==> config.mk <==
export PLATFORM = sky130hd
export DESIGN_NAME = wdt_keyed_top
export DESIGN_NICKNAME = d
export VERILOG_FILES = /design/src/rtl/wdt_pkg.sv /design/src/rtl/wdt_tick_counter.sv /design/src/rtl/wdt_svc_judge.sv /design/src/rtl/wdt_keyed_top.sv
export SDC_FILE = /design/constraint.sdc
export NUM_CORES = 1
export LEC_CHECK = 0
export BUFFER_PORTS_ARGS = -buffer_cell sky130_fd_sc_hd__buf_2
export CAP_MARGIN = 5
export CORE_AREA = 2 2 84 86
export DETAILED_ROUTE_END_ITERATION = 16
export DIE_AREA = 0 0 86 88
export SYNTH_ARGS = -nofsm -noshare
export SYNTH_HDL_FRONTEND = slang
export SYNTH_HIERARCHICAL = 1
export SYNTH_SLANG_ARGS = --single-unit
==> constraint.sdc <==
create_clock -name clk -period 1.98 [get_ports clk]
set_input_delay 0.594 -clock clk [delete_from_list [all_inputs] [get_ports clk]]
set_output_delay 0.594 -clock clk [all_outputs]
set_load 0.01 [all_outputs]
==> src/rtl/wdt_pkg.sv <==
package wdt_pkg;
  localparam logic [4:0] WDT_KEY = 5'b01100;

  typedef struct packed {
    logic [1:0] sel;
    logic [4:0] key;
    logic       mon;
  } svc_byte_t;

  typedef struct packed {
    logic       locked;
    logic [1:0] sel;
    logic       mon;
  } wdt_cfg_t;
endpackage

==> src/rtl/wdt_tick_counter.sv <==
module wdt_tick_counter #(
  parameter int CW = 17
) (
  input  logic          clk,
  input  logic          rst_n,
  input  logic          tick_i,
  input  logic          run_i,
  input  logic          clr_i,
  input  logic [CW-1:0] limit_i,
  output logic [CW-1:0] count_o,
  output logic          expire_o
);
  logic [CW-1:0] cnt_q;
  logic          step;

  assign step     = run_i & tick_i;
  assign expire_o = step & (cnt_q == limit_i - CW'(1));
  assign count_o  = cnt_q;

  always_ff @(posedge clk or negedge rst_n) begin
    if (!rst_n)                 cnt_q <= '0;
    else if (clr_i || expire_o) cnt_q <= '0;
    else if (step)              cnt_q <= cnt_q + CW'(1);
  end
endmodule

==> src/rtl/wdt_svc_judge.sv <==
module wdt_svc_judge
  import wdt_pkg::*;
#(
  parameter int CW        = 17,
  parameter int MIN_TICKS = 2048
) (
  input  logic          wr_act_i,
  input  svc_byte_t     svc_i,
  input  wdt_cfg_t      cfg_i,
  input  logic [CW-1:0] count_i,
  output logic          accept_o,
  output logic          reject_o
);
  logic key_ok, fields_ok, late_enough, ok;

  always_comb begin
    key_ok      = (svc_i.key == WDT_KEY);
    fields_ok   = (svc_i.sel == cfg_i.sel) && (svc_i.mon == cfg_i.mon);
    late_enough = (count_i >= CW'(MIN_TICKS));
    if (cfg_i.locked) ok = key_ok && fields_ok && late_enough;
    else              ok = key_ok;
    accept_o = wr_act_i & ok;
    reject_o = wr_act_i & ~ok;
  end
endmodule

==> src/rtl/wdt_keyed_top.sv <==
module wdt_keyed_top
  import wdt_pkg::*;
#(
  parameter int MIN_TICKS   = 2048,
  parameter int BASE_WINDOW = 8192
) (
  input  logic       clk,
  input  logic       rst_n,
  input  logic       tick_i,
  input  logic       idle_i,
  input  logic       halt_i,
  input  logic       wr_en_i,
  input  logic [7:0] wr_data_i,
  output logic [7:0] rd_data_o,
  output logic       mon_en_o,
  output logic       wdog_err_o
);
  localparam int CW = $clog2(BASE_WINDOW) + 4;
  localparam wdt_cfg_t CFG_RST = '{locked: 1'b0, sel: 2'b11, mon: 1'b1};

  wdt_cfg_t      cfg_q;
  svc_byte_t     svc;
  logic          run, wr_act, idle_q, idle_fall;
  logic          accept, reject, expire, clr, err_q;
  logic [CW-1:0] count, limit;

  assign svc       = svc_byte_t'(wr_data_i);
  assign run       = ~idle_i & ~halt_i;
  assign wr_act    = wr_en_i & run;
  assign idle_fall = idle_q & ~idle_i;
  assign limit     = CW'(BASE_WINDOW) << cfg_q.sel;
  assign clr       = accept | reject | idle_fall;

  wdt_tick_counter #(.CW(CW)) u_cnt (
    .clk     (clk),
    .rst_n   (rst_n),
    .tick_i  (tick_i),
    .run_i   (run),
    .clr_i   (clr),
    .limit_i (limit),
    .count_o (count),
    .expire_o(expire)
  );

  wdt_svc_judge #(.CW(CW), .MIN_TICKS(MIN_TICKS)) u_judge (
    .wr_act_i(wr_act),
    .svc_i   (svc),
    .cfg_i   (cfg_q),
    .count_i (count),
    .accept_o(accept),
    .reject_o(reject)
  );

  always_ff @(posedge clk or negedge rst_n) begin
    if (!rst_n) begin
      cfg_q  <= CFG_RST;
      idle_q <= 1'b0;
      err_q  <= 1'b0;
    end else begin
      idle_q <= idle_i;
      err_q  <= reject | (expire & ~wr_act & ~idle_fall);
      if (accept && !cfg_q.locked)
        cfg_q <= '{locked: 1'b1, sel: svc.sel, mon: svc.mon};
    end
  end

  assign rd_data_o  = {cfg_q.sel, 5'b00000, cfg_q.mon};
  assign mon_en_o   = cfg_q.mon;
  assign wdog_err_o = err_q;
endmodule

==> flow_summary.toml <==
[run_status]
status = "finished, violations left"
violations = "setup timing"

[logic_synthesis]
synth_top_area_share_pct = 25.48
muxShareOfSynthArea_pct = 3.312
synth_edf_count = 0
synthTopCellsByCount = "nor3_1, xnor2_1, dfrtp_1"
yosys.area_share.simple_pct = 32.04
yosysTopAreaCell = "dfrtp_1"
synthXorXnorAreaFrac_pct = 17.83
ys_ff_latch = 23
synth_compound_area_share_pct = 8.917
synth.avg_cell_area_um2 = 8.731
yosysMostFrequentCell = "nor3_1"
syn_area_um2 = 1964
synth_top_family_by_area = "simple AND/OR/NAND/NOR gates"
ys_top_cells_by_area = "dfrtp_1, xnor2_1, xor2_1"
yosysUniqueCellTypes = 52
async_flop_share_pct = 100.0
yosys_warnings = 6
synthAdderAreaFrac_pct = 1.274
syn_inst = 225
ys_seq_area_share_pct = 29.49
ys.flop_type = "dfrtp_1"

[finish]
fin_nets = 331
final_cells = 394
antenna_cells = 0
nFillCells = 649
area_delta_synth_final_pct = 42.04
final_layout_size_suffix_gt1_share_pct = 30.25

[clock_tree]
clk_pin_slew_ps = 80
cts_tree = "built"
clock_path_buffers = 2
cts_made_buffers = 3
htree_levels = 1
insertion_delay_ps = 260
numClockSinks = 23
cts_root_buffer = "clkbuf_8"

[power]
powerDensity_nw_per_um2 = 380.5
p_leak_nw = 1.263
ir_drop_mv = 0.4224

[sta]
skew_ps = 2.561
finalCritPeriodShare_pct = 114.4
fmax_mhz = 441.4
rsz0062_at_grt = "true"
setup_ws_ps = -285.6
final_hold_viol_count = 0
post-route-min-period_ps = 2266
maxSlewViolCount = 0
finalSetupViolCount = 21
worst_pin_slew_ps = 521.8
holdWs_ps = 298.5
relSlewSlack_pct = 65.21

[critical_path]
path_class = "flop to flop"
cp_slowest_stage_delay_ps = 600
critPathTopFamily = "simple AND/OR/NAND/NOR gates"
critPathSlowestCell = "dfstp_2"
path_cells = "nor2b_2 > nor4_2 > nand4_1 > xnor2_1 > nand4_1 > nor4_4 > buf_6 > clkbuf_16 > nor3_1"
critPathBufInv = 2
arrival_ps = 2410
required_ps = 2120
worstPathMaxFanout = 8
cp-end-kind = "flop"
crit_top_cell = "nand4_1"
critPathLaunchType = "flop"

[place]
dp_hpwl_um = 3453
portBuffers = 18
place_congestion = 0.8610
placed_cells = 384

[floorplan]
initial_utilization_pct = 29.57
die_h_um = 88
die_area_um2 = 7568
row_count = 30
ioPinCount = 24
die_x_um = 86
core-area_um2 = 6644

[grt]
grt_use_total_pct = 11.85
grt_pass1_vias = 1595
grt_overflow = 0
antenna_found_initial = 0
grt_pass1_wl_um = 7251
grt_max_degree = 24

[hold_path]
hold_path_class = "primary input to async pin"

[route]
first_pass_iters = 4
drtIter0Drc = 65
drc = 0
vias_per_cell = 4.551
antenna_left = 0
wl_per_cell_um = 12.24
wirelength_um = 4821
vias = 1793

[flow_run]
drv_cap = 0
## worst reg2reg max path, delay by kind of cell, from the launching register on
family | cells | cell delay [ps]
simple gates | 6 | 1000
flops | 1 | 600
buf+inv | 2 | 340
xor+xnor | 1 | 230
## flip-flops by register name, summed over array words and instances (netlist names)
| register | count |
|---|---|
| u_cnt/count_o | 17 |
| rd_data_o | 2 |
| wdog_err_o | 1 |
| idle_q | 1 |
| cfg_q | 1 |
| mon_en_o | 1 |
## placed cells by master (no fill, tap or decap), types with 4 or more instances in the layout
cell type / count
conb_1: 55
and3_1: 6
nand3_1: 8
nand2_1: 7
a21oi_1: 4
xnor2_1: 20
nor3_4: 9
nor3_2: 5
nor3_1: 14
buf_2: 18
xor2_1: 17
dfrtp_1: 20
buf_4: 25
and2_1: 4
inv_1: 4
nand4_1: 12
nor2_1: 12
## worst paths after layout
| check | cells after the start | endpoint | slack, ps | startpoint |
|---|---|---|---|---|
| max in group asynchronous | 1 | mon_en_o$_DFFE_PN1P_ | 1320 | rst_n |
| min | 1 | wdog_err_o$_DFF_PN0_ | 300 | rst_n |
| max reg2reg | 9 | u_cnt/count_o[10]$_DFFE_PN0P_ | -290 | rd_data_o[7]$_DFFE_PN1P_ |
| max | 9 | u_cnt/count_o[10]$_DFFE_PN0P_ | -290 | rd_data_o[7]$_DFFE_PN1P_ |
| min in group clk | 2 | wdog_err_o$_DFF_PN0_ | 520 | idle_q$_DFF_PN0_ |
| min reg2reg | 2 | wdog_err_o$_DFF_PN0_ | 520 | idle_q$_DFF_PN0_ |
## per-stage QoR
step	setup TNS [ps]	setup slack, ps	utilization [%]	area, µm²	total power, mW
floorplan	-61.19	-6.792	-	2201	0.6792
global placement	-5166	-316.8	37.01	2459	0.7315
detailed placement	-6325	-402.5	37.01	2459	0.7330
CTS	-1850	-97.54	38.46	2555	1.040
global route	-6456	-361.1	42.00	2790	1.125
finish	-4574	-285.6	42.00	2790	1.062
## metal layers
layer / GRT usage (%) / part of all wire (%) / vias up
met2: 19.45 / 50 / 13
li1: - / - / 934
met3: 1.131 / 1.5 / 2
met4: 3.030 / 0.58 / 0
met5: 0 / 0 / -
met1: 16.74 / 48 / 844
## repair_timing
| action | CTS | global route |
|---|---|---|
| hold buffers | 0 | 0 |
| pin swaps | 9 | 24 |
| cloned | 0 | 2 |
| setup endpoints to repair | 21 | 22 |
| gates resized for setup | 6 | 31 |
| setup buffers | 2 | 4 |
## power by group
group          leakage (nW)  internal [mW]  switching, mW  total [mW]
Combinational         0.931          0.120          0.147       0.267
Sequential            0.306          0.487         0.0200       0.507
Clock                0.0255          0.140          0.148       0.288
Total                  1.26          0.747          0.315        1.06
## cell families after synthesis
kind of cell	Yosys count
AOI/OAI and AO/OA	24
xor gates and xnor gates	40
adders and majority gates	2
buffers and inverters	22
DFF	23
muxes	5
other	1
and+or+nand+nor	108
## area by class of cell
cell class                 count  area, µm²  share of cell area (%)
sequential                    23      579.3                   20.76
clock buffer                   3      41.29                   1.480
tap                           80      100.1                   3.587
timing repair buffer          49      381.6                   13.68
clock inverter                 1      5.005                  0.1794
multi-input combinational    234       1668                   59.78
inverter                       4      15.01                  0.5381
Note: power is estimated with default switching activity, not from simulation.
